**src/rtl/nor_flash_pkg.sv**
```systemverilog
package nor_flash_pkg;
  typedef enum logic [1:0] {PH_IDLE, PH_ARG, PH_DATA, PH_CONFIRM} phase_e;

  localparam logic [7:0] OP_NOP      = 8'h00;
  localparam logic [7:0] OP_LOCK_ALT = 8'h01;
  localparam logic [7:0] OP_PROG_A   = 8'h10;
  localparam logic [7:0] OP_ERASE    = 8'h20;
  localparam logic [7:0] OP_PROG_B   = 8'h40;
  localparam logic [7:0] OP_CLEAR    = 8'h50;
  localparam logic [7:0] OP_LOCK     = 8'h60;
  localparam logic [7:0] OP_STATUS   = 8'h70;
  localparam logic [7:0] OP_QUERY    = 8'h98;
  localparam logic [7:0] OP_CONFIRM  = 8'hD0;
  localparam logic [7:0] OP_BUFFER   = 8'hE8;
  localparam logic [7:0] OP_ARRAY    = 8'hFF;

  localparam int READY_BIT = 7;
  localparam int QRY_LEN   = 8'h31;

  function automatic logic reads_status(input logic [7:0] c);
    return (c == OP_ERASE) || (c == OP_CLEAR) || (c == OP_LOCK) ||
           (c == OP_STATUS) || (c == OP_BUFFER);
  endfunction
endpackage

```
**src/rtl/nor_byte_array.sv**
```systemverilog
module nor_byte_array #(
  parameter int SECTOR_BYTES = 32,
  parameter int NUM_SECTORS  = 4,
  parameter int ADDR_W       = $clog2(SECTOR_BYTES * NUM_SECTORS)
) (
  input  logic              clk_i,
  input  logic              rst_ni,
  input  logic              wr_en_i,
  input  logic [ADDR_W-1:0] wr_addr_i,
  input  logic [15:0]       wr_data_i,
  input  logic              erase_en_i,
  input  logic [ADDR_W-1:0] erase_addr_i,
  input  logic [ADDR_W-1:0] rd_addr_i,
  output logic [15:0]       rd_data_o
);
  localparam int TOTAL  = SECTOR_BYTES * NUM_SECTORS;
  localparam int SECT_W = $clog2(SECTOR_BYTES);
  localparam int SIDX_W = ADDR_W - SECT_W;

  logic [TOTAL*8-1:0]  mem_flat;
  logic [SIDX_W-1:0]   erase_sect;
  logic [ADDR_W-2:0]   wr_word;
  logic [ADDR_W-1:0]   erase_base;
  logic [ADDR_W-1:0]   wr_lo;

  assign erase_sect = erase_addr_i[ADDR_W-1:SECT_W];
  assign erase_base = {erase_sect, {SECT_W{1'b0}}};
  assign wr_word    = wr_addr_i[ADDR_W-1:1];
  assign wr_lo      = {wr_word, 1'b0};

  for (genvar b = 0; b < TOTAL; b++) begin : g_byte
    logic [7:0] byte_q;
    always_ff @(posedge clk_i or negedge rst_ni) begin
      if (!rst_ni) byte_q <= 8'hFF;
      else if (erase_en_i && erase_sect == SIDX_W'(b / SECTOR_BYTES)) byte_q <= 8'hFF;
      else if (wr_en_i && wr_word == (ADDR_W-1)'(b / 2))
        byte_q <= (b % 2 == 1) ? wr_data_i[15:8] : wr_data_i[7:0];
    end
    assign mem_flat[b*8 +: 8] = byte_q;
  end

  assign rd_data_o = {mem_flat[{rd_addr_i[ADDR_W-1:1], 1'b1}*8 +: 8],
                      mem_flat[{rd_addr_i[ADDR_W-1:1], 1'b0}*8 +: 8]};

  assert_erase_fill_R3: assert property (@(posedge clk_i) disable iff (!rst_ni)
    erase_en_i |=> mem_flat[$past(erase_base)*8 +: 8] == 8'hFF);

  assert_prog_store_R2: assert property (@(posedge clk_i) disable iff (!rst_ni)
    wr_en_i |=> mem_flat[$past(wr_lo)*8 +: 8] == $past(wr_data_i[7:0]));
endmodule

```
**src/rtl/nor_query_rom.sv**
```systemverilog
module nor_query_rom
  import nor_flash_pkg::*;
#(
  parameter int SECTOR_BYTES = 32,
  parameter int NUM_SECTORS  = 4,
  parameter int IDX_W        = 6
) (
  input  logic [IDX_W-1:0] idx_i,
  output logic [7:0]       byte_o
);
  localparam int TOTAL   = SECTOR_BYTES * NUM_SECTORS;
  localparam int LOG_TOT = $clog2(TOTAL);
  localparam int NS_M1   = NUM_SECTORS - 1;

  logic [31:0] idx_w;
  assign idx_w = 32'(idx_i);

  always_comb begin
    byte_o = 8'h00;
    if (idx_w < QRY_LEN) begin
      unique case (idx_w)
        32'h10: byte_o = 8'h51;
        32'h11: byte_o = 8'h52;
        32'h12: byte_o = 8'h59;
        32'h13: byte_o = 8'h01;
        32'h27: byte_o = 8'(LOG_TOT);
        32'h28: byte_o = 8'h01;
        32'h2C: byte_o = 8'h01;
        32'h2D: byte_o = 8'(NS_M1);
        32'h2E: byte_o = 8'(NS_M1 >> 8);
        32'h2F: byte_o = 8'(SECTOR_BYTES >> 8);
        32'h30: byte_o = 8'(SECTOR_BYTES >> 16);
        default: byte_o = 8'h00;
      endcase
    end
  end
endmodule

```
**src/rtl/nor_cmd_fsm.sv**
```systemverilog
module nor_cmd_fsm
  import nor_flash_pkg::*;
#(
  parameter int CNT_W = 8
) (
  input  logic             clk_i,
  input  logic             rst_ni,
  input  logic             we_i,
  input  logic [7:0]       code_i,
  input  logic [CNT_W-1:0] count_i,
  output logic             prog_en_o,
  output logic             erase_en_o,
  output logic [7:0]       cmd_o,
  output logic [7:0]       status_o
);
  phase_e           ph_q, ph_d;
  logic [7:0]       cmd_q, cmd_d, st_q, st_d;
  logic [CNT_W-1:0] cnt_q, cnt_d;
  logic             known;

  assign known = code_i inside {OP_NOP, OP_ARRAY, OP_PROG_A, OP_PROG_B, OP_ERASE,
                                OP_CLEAR, OP_LOCK, OP_STATUS, OP_QUERY, OP_BUFFER};

  always_comb begin
    ph_d = ph_q; cmd_d = cmd_q; st_d = st_q; cnt_d = cnt_q;
    prog_en_o = 1'b0; erase_en_o = 1'b0;
    if (we_i) begin
      unique case (ph_q)
        PH_IDLE: begin
          unique case (code_i)
            OP_PROG_A, OP_PROG_B, OP_ERASE, OP_LOCK, OP_QUERY, OP_BUFFER: begin
              cmd_d = code_i; ph_d = PH_ARG;
            end
            OP_STATUS: cmd_d = code_i;
            OP_CLEAR: begin st_d = 8'h00; cmd_d = OP_NOP; end
            default: cmd_d = OP_NOP;
          endcase
        end
        PH_ARG: begin
          ph_d = PH_IDLE;
          unique case (cmd_q)
            OP_PROG_A, OP_PROG_B: begin prog_en_o = 1'b1; st_d[READY_BIT] = 1'b1; end
            OP_ERASE:
              if (code_i == OP_CONFIRM) begin erase_en_o = 1'b1; st_d[READY_BIT] = 1'b1; end
              else cmd_d = OP_NOP;
            OP_LOCK:
              if (code_i == OP_CONFIRM || code_i == OP_LOCK_ALT) st_d[READY_BIT] = 1'b1;
              else cmd_d = OP_NOP;
            OP_BUFFER: begin cnt_d = count_i; ph_d = PH_DATA; end
            OP_QUERY:
              if (code_i == OP_ARRAY) cmd_d = OP_NOP;
              else ph_d = PH_ARG;
            default: cmd_d = OP_NOP;
          endcase
        end
        PH_DATA: begin
          if (cmd_q == OP_BUFFER) begin
            prog_en_o = 1'b1;
            st_d[READY_BIT] = 1'b1;
            if (cnt_q == '0) ph_d = PH_CONFIRM;
            else cnt_d = cnt_q - 1'b1;
          end else begin
            cmd_d = OP_NOP; ph_d = PH_IDLE;
          end
        end
        default: begin
          ph_d = PH_IDLE;
          if (cmd_q == OP_BUFFER && code_i == OP_CONFIRM) st_d[READY_BIT] = 1'b1;
          else cmd_d = OP_NOP;
        end
      endcase
    end
  end

  always_ff @(posedge clk_i or negedge rst_ni) begin
    if (!rst_ni) begin
      ph_q <= PH_IDLE; cmd_q <= OP_NOP; st_q <= 8'h00; cnt_q <= '0;
    end else begin
      ph_q <= ph_d; cmd_q <= cmd_d; st_q <= st_d; cnt_q <= cnt_d;
    end
  end

  assign cmd_o    = cmd_q;
  assign status_o = st_q;

  assert_clear_zero_R6: assert property (@(posedge clk_i) disable iff (!rst_ni)
    (we_i && ph_q == PH_IDLE && code_i == OP_CLEAR) |=> (st_q == 8'h00 && cmd_q == OP_NOP));

  assert_prog_ready_R2: assert property (@(posedge clk_i) disable iff (!rst_ni)
    (we_i && ph_q == PH_ARG && (cmd_q == OP_PROG_A || cmd_q == OP_PROG_B))
    |=> (ph_q == PH_IDLE && st_q[READY_BIT]));

  assert_bad_code_R10: assert property (@(posedge clk_i) disable iff (!rst_ni)
    (we_i && ph_q == PH_IDLE && !known) |=> (cmd_q == OP_NOP && ph_q == PH_IDLE));

  assert_data_owner_R8: assert property (@(posedge clk_i) disable iff (!rst_ni)
    (ph_q == PH_DATA || ph_q == PH_CONFIRM) |-> cmd_q == OP_BUFFER);

  assert_query_stay_R9: assert property (@(posedge clk_i) disable iff (!rst_ni)
    (we_i && ph_q == PH_ARG && cmd_q == OP_QUERY && code_i != OP_ARRAY) |=> cmd_q == OP_QUERY);

  assert_erase_once_R4: assert property (@(posedge clk_i) disable iff (!rst_ni)
    erase_en_o |-> (ph_q == PH_ARG && code_i == OP_CONFIRM));
endmodule

```
**src/rtl/nor_cmd_flash.sv**
```systemverilog
module nor_cmd_flash
  import nor_flash_pkg::*;
#(
  parameter int SECTOR_BYTES = 32,
  parameter int NUM_SECTORS  = 4,
  parameter int ADDR_W       = $clog2(SECTOR_BYTES * NUM_SECTORS),
  parameter int CNT_W        = 8
) (
  input  logic              clk_i,
  input  logic              rst_ni,
  input  logic [ADDR_W-1:0] addr_i,
  input  logic [15:0]       wdata_i,
  input  logic              we_i,
  input  logic              re_i,
  output logic [15:0]       rdata_o
);
  localparam int IDX_W = ADDR_W - 1;

  logic        prog_en, erase_en;
  logic [7:0]  cmd, status, qry_byte;
  logic [15:0] arr_word;

  nor_cmd_fsm #(.CNT_W(CNT_W)) u_fsm (
    .clk_i, .rst_ni, .we_i,
    .code_i    (wdata_i[7:0]),
    .count_i   (wdata_i[CNT_W-1:0]),
    .prog_en_o (prog_en),
    .erase_en_o(erase_en),
    .cmd_o     (cmd),
    .status_o  (status)
  );

  nor_byte_array #(.SECTOR_BYTES(SECTOR_BYTES), .NUM_SECTORS(NUM_SECTORS), .ADDR_W(ADDR_W)) u_array (
    .clk_i, .rst_ni,
    .wr_en_i     (prog_en),
    .wr_addr_i   (addr_i),
    .wr_data_i   (wdata_i),
    .erase_en_i  (erase_en),
    .erase_addr_i(addr_i),
    .rd_addr_i   (addr_i),
    .rd_data_o   (arr_word)
  );

  nor_query_rom #(.SECTOR_BYTES(SECTOR_BYTES), .NUM_SECTORS(NUM_SECTORS), .IDX_W(IDX_W)) u_qry (
    .idx_i (addr_i[ADDR_W-1:1]),
    .byte_o(qry_byte)
  );

  always_ff @(posedge clk_i or negedge rst_ni) begin
    if (!rst_ni) rdata_o <= 16'h0000;
    else if (re_i) begin
      if (reads_status(cmd))    rdata_o <= {8'h00, status};
      else if (cmd == OP_QUERY) rdata_o <= {8'h00, qry_byte};
      else                      rdata_o <= arr_word;
    end
  end

  assert_read_hold_R11: assert property (@(posedge clk_i) disable iff (!rst_ni)
    !re_i |=> $stable(rdata_o));

  assert_strobe_excl_R11: assert property (@(posedge clk_i) disable iff (!rst_ni)
    !(we_i && re_i));
endmodule

```
**config.mk**
```make
export PLATFORM = sky130hd
export DESIGN_NAME = nor_cmd_flash
export DESIGN_NICKNAME = d
export VERILOG_FILES = /design/src/rtl/nor_flash_pkg.sv /design/src/rtl/nor_byte_array.sv /design/src/rtl/nor_query_rom.sv /design/src/rtl/nor_cmd_fsm.sv /design/src/rtl/nor_cmd_flash.sv
export SDC_FILE = /design/constraint.sdc
export NUM_CORES = 2
export LEC_CHECK = 0
export CAP_MARGIN = 10
export CELL_PAD_IN_SITES_DETAIL_PLACEMENT = 2
export CELL_PAD_IN_SITES_GLOBAL_PLACEMENT = 2
export CORE_MARGIN = 8
export CORE_UTILIZATION = 45
export CTS_CLUSTER_SIZE = 10
export DETAILED_ROUTE_END_ITERATION = 8
export GPL_TIMING_DRIVEN = 0
export PLACE_DENSITY = 0.85
export RECOVER_POWER = 100
export SLEW_MARGIN = 20
export SYNTH_ARGS = -nofsm -noshare
export SYNTH_HDL_FRONTEND = slang
export SYNTH_SLANG_ARGS = --single-unit
```
**constraint.sdc**
```tcl
create_clock -name clk_i -period 8.8 [get_ports clk_i]
set_clock_uncertainty 0.05 [all_clocks]
set_input_delay 2.64 -clock clk_i [delete_from_list [all_inputs] [get_ports clk_i]]
set_output_delay 2.64 -clock clk_i [all_outputs]
set_load 0.03 [all_outputs]
```
==> flow_metrics.py <==
metrics = {
    "floorplan": {
        "rows": 123,
        "start_util": 0.452,
        "fp.dieH_um": 352,
        "die_x_um": 352,
        "core_area_um2": 112000,
        "fp.dieArea_um2": 124000,
        "pin_count": 43,
    },
    "clocking": {
        "htreeDepth": 3,
        "insertion_delay_ns": 0.77,
        "cts.sinks": 1059,
        "cts_hold_buf": 0,
        "cts_root_buf": "clkbuf_16",
        "cts_made_buffers": 121,
        "cts_tree": "built",
        "path_clk_slew_ns": 0.06,
        "cts_resized": 0,
        "post_cts_buffers": 0,
        "clk_path_buf_depth": 3,
    },
    "synthesis": {
        "synth_edf_count": 0,
        "ys_ff_latch": 1059,
        "yosysWarnings": 0,
        "synth_cell_types": 65,
        "synth_nets": 4567,
        "ys.flop_type": "dfstp_2",
        "synth_seq_area_share": 0.548,
        "syn_inst": 4534,
        "ys_async_sr_fraction": 1.00,
        "avgSynthCellArea_um2": 11.2,
        "synthesis.area_um2": 50700,
    },
    "sta": {
        "maxSlewViolCount": 483,
        "rsz0062_at_grt": "no",
        "tns_ns": 0,
        "hold_viol": 0,
        "setup_slack_ns": 0.749,
        "min_period_over_period": 0.915,
        "fmax_ghz": 0.124,
        "min_period_ns": 8.05,
        "worst_slew_pin_slew_ns": 4.90,
        "final-setup-viol-count": 0,
        "max_slew_margin": -2.27,
        "whs_ns": 0.481,
    },
    "drt": {
        "route.detailed.drc": 0,
        "firstDrtPassIters": 8,
        "ant_nets": 0,
        "avgViaCountPerCell": 7.25,
        "wirelength_um": 256000,
        "wire_per_inst_um": 40.8,
        "drt_iter0_markers": 5217,
        "vias": 45421,
    },
    "power_and_ir_drop": {
        "finalPower_w": 0.0106,
        "vdd_drop_max_v": 0.000165,
        "powerDensity_nw_per_um2": 188,
        "p_leak_nw": 21.2,
    },
    "layout": {
        "synthToLayoutAreaGrowth_pct": 11.7,
        "multiInputGateArea_um2": 20400,
        "fillers": 10899,
        "drive_gt1_frac": 0.376,
        "ff_latch_area_um2": 27800,
        "finalNetCount": 4737,
        "utilization": 0.505,
    },
    "grt": {
        "grt-ovfl-total": 0,
        "antenna_found_initial": 21,
        "first_global_vias": 49466,
        "grt.total_usage": 0.409,
        "grt_first_pass_wirelength_um": 367000,
        "grt_max_degree": 147,
    },
    "worst_setup_path": {
        "crit_fanout": 10,
        "start_kind": "input port",
        "max_stage_delay_ns": 1.26,
        "cp_slowest_cell": "clkbuf_1",
        "required_ns": 9.37,
        "arrival_ns": 8.62,
        "r2r_cells": 9,
        "r2r-start": "u_fsm.ph_q[1]",
        "crit_chain": "buf_2 > buf_2 > clkbuf_1 > clkbuf_1 > buf_2 > nor2_1 > nand2_1 > nor2_1 > clkbuf_1 > nor3_1 > a21oi_1",
        "r2r_slack_ns": 4.06,
        "crit_type": "input port to flip-flop",
        "setup.worst_path.end_class": "flip-flop",
        "r2r_end": "u_array.g_byte[90].byte_q[6]",
    },
    "placed_design": {
        "dp_hpwl_um": 172000,
        "place_congestion": 1.02,
        "preCtsSetupSlack_ns": 0.827,
        "io_buffers": 37,
    },
    "worst_hold_path": {
        "hold_end": "u_array.g_byte[12].byte_q[4]",
        "hold_start": "u_array.g_byte[12].byte_q[4]",
        "min_path_cells": 2,
        "hp-class": "flip-flop to flip-flop",
    },
    "outcome": {
        "failed_checks": "max-capacitance violations, max-slew violations",
        "status": "finished, violations left",
    },
    "job": {
        "drv_cap": 7,
    },
}
==> flip-flops by register name, indices dropped and copies added, names as in the netlist <==
| name | cells |
|---|---|
| u_fsm.ph_q | 2 |
| u_fsm.status_o | 1 |
| rdata_o | 16 |
| u_fsm.cnt_q | 8 |
| u_fsm.cmd_o | 8 |
| u_array.g_byte.byte_q | 1024 |
==> cells in the mapped netlist (15+ instances only) <==
master / instances / share of area
mux2i_1: 61 / 0.012
nor2_2: 27 / 0.0033
nor3_1: 971 / 0.096
a211oi_1: 16 / 0.0024
o21ai_1: 64 / 0.0063
nor2b_1: 22 / 0.0027
o21ai_0: 15 / 0.0015
dfstp_2: 1024 / 0.53
buf_2: 76 / 0.0075
dfrtp_1: 35 / 0.017
mux4_2: 259 / 0.12
nand2_1: 119 / 0.0088
clkbuf_1: 281 / 0.021
buf_6: 34 / 0.0075
buf_4: 81 / 0.012
a21oi_1: 919 / 0.091
a21oi_2: 90 / 0.016
nand3_1: 19 / 0.0019
a22oi_1: 57 / 0.0084
nor2_1: 189 / 0.014
buf_1: 20 / 0.0015
==> cell usage in the layout, fill, tap and decap left out, types with 5 or more instances in the layout <==
cell type,netlist,final
nand4b_1,5,5
nor2b_1,22,22
a21oi_2,90,79
clkbuf_16,0,125
nor2_1,189,188
buf_6,34,34
a211oi_1,16,16
dfstp_2,1024,1024
inv_1,13,13
nand2b_1,6,6
clkbuf_8,0,15
o22ai_1,10,10
dfrtp_1,35,35
a22oi_1,57,57
a22o_1,6,6
buf_2,76,80
nand4_1,8,8
clkbuf_2,0,31
mux4_2,259,259
buf_4,81,81
clkbuf_1,281,298
mux2i_1,61,61
nand3_1,19,19
nand2_1,119,119
o21ai_0,15,79
or3_1,5,5
o211ai_1,13,13
buf_16,0,5
mux2_2,8,8
ha_1,6,6
clkdlybuf4s50_1,0,18
dlygate4sd3_1,0,18
nor2_2,27,28
nor3_1,971,971
a21oi_1,919,930
diode_2,0,6
==> final cells by class <==
| cell class | count | area share |
|---|---|---|
| diodes | 6 | 0.000265 |
| plain buffers | 492 | 0.0448 |
| clock buffers | 172 | 0.0610 |
| clock inverters | 4 | 0.000486 |
| inverters | 13 | 0.000862 |
| multi-input cells | 2970 | 0.359 |
| flip-flops and latches | 1059 | 0.491 |
| well taps | 1500 | 0.0331 |
| repair buffers | 47 | 0.00946 |
==> power breakdown <==
part | internal [W] | leakage (nW) | switching, W
sequential | 0.00496 | 11.0 | 0.0000361
combinational | 0.000186 | 8.53 | 0.000625
clock | 0.00266 | 1.70 | 0.00216
total | 0.00780 | 21.2 | 0.00282
==> through the flow <==
stage	std cells	cell area, um2
floorplan	4534	50700
global placement	6071	53000
detailed placement	6081	53300
CTS	6257	56800
global route	6257	56600
finish	6263	56600
==> metal layers <==
metal  vias up  global-route usage  share of wire
li1      17011                   -              -
met1     24126               0.495           0.36
met2      3252               0.630           0.45
met3      1022               0.137           0.11
met4        10               0.259          0.074
met5         -                   0        0.00029
==> how the worst max path moves through the flow <==
stage                                                to        from  cells past startpoint  slack [ns]
after floorplan           u_array.g_byte[106].byte_q[5]  wdata_i[2]                     10        3.70
after global placement                   u_fsm.cnt_q[0]      rst_ni                      1      -43.16
after detailed placement                    rdata_o[13]   addr_i[4]                      9        0.83
after CTS                                   rdata_o[13]   addr_i[4]                      9        1.49
after global routing       u_array.g_byte[57].byte_q[0]   addr_i[1]                     11        0.87
final                      u_array.g_byte[41].byte_q[3]   addr_i[1]                     11        0.75
==> critical path: cells and delay by family <==
family	cells	cell delay, ns
compound gates	1	0.15
simple gates	4	1.49
buf+inv	6	4.28
==> cell families after synthesis <==
family / after synthesis / share of synthesized area
mux: 328 / 0.129
simple gates: 1406 / 0.136
flops: 1059 / 0.548
fa+ha+maj: 6 / 0.00148
buf+inv: 505 / 0.0503
xor+xnor: 2 / 0.000345
compound gates: 1228 / 0.135
No activity file was read; power rests on OpenSTA's default activity.
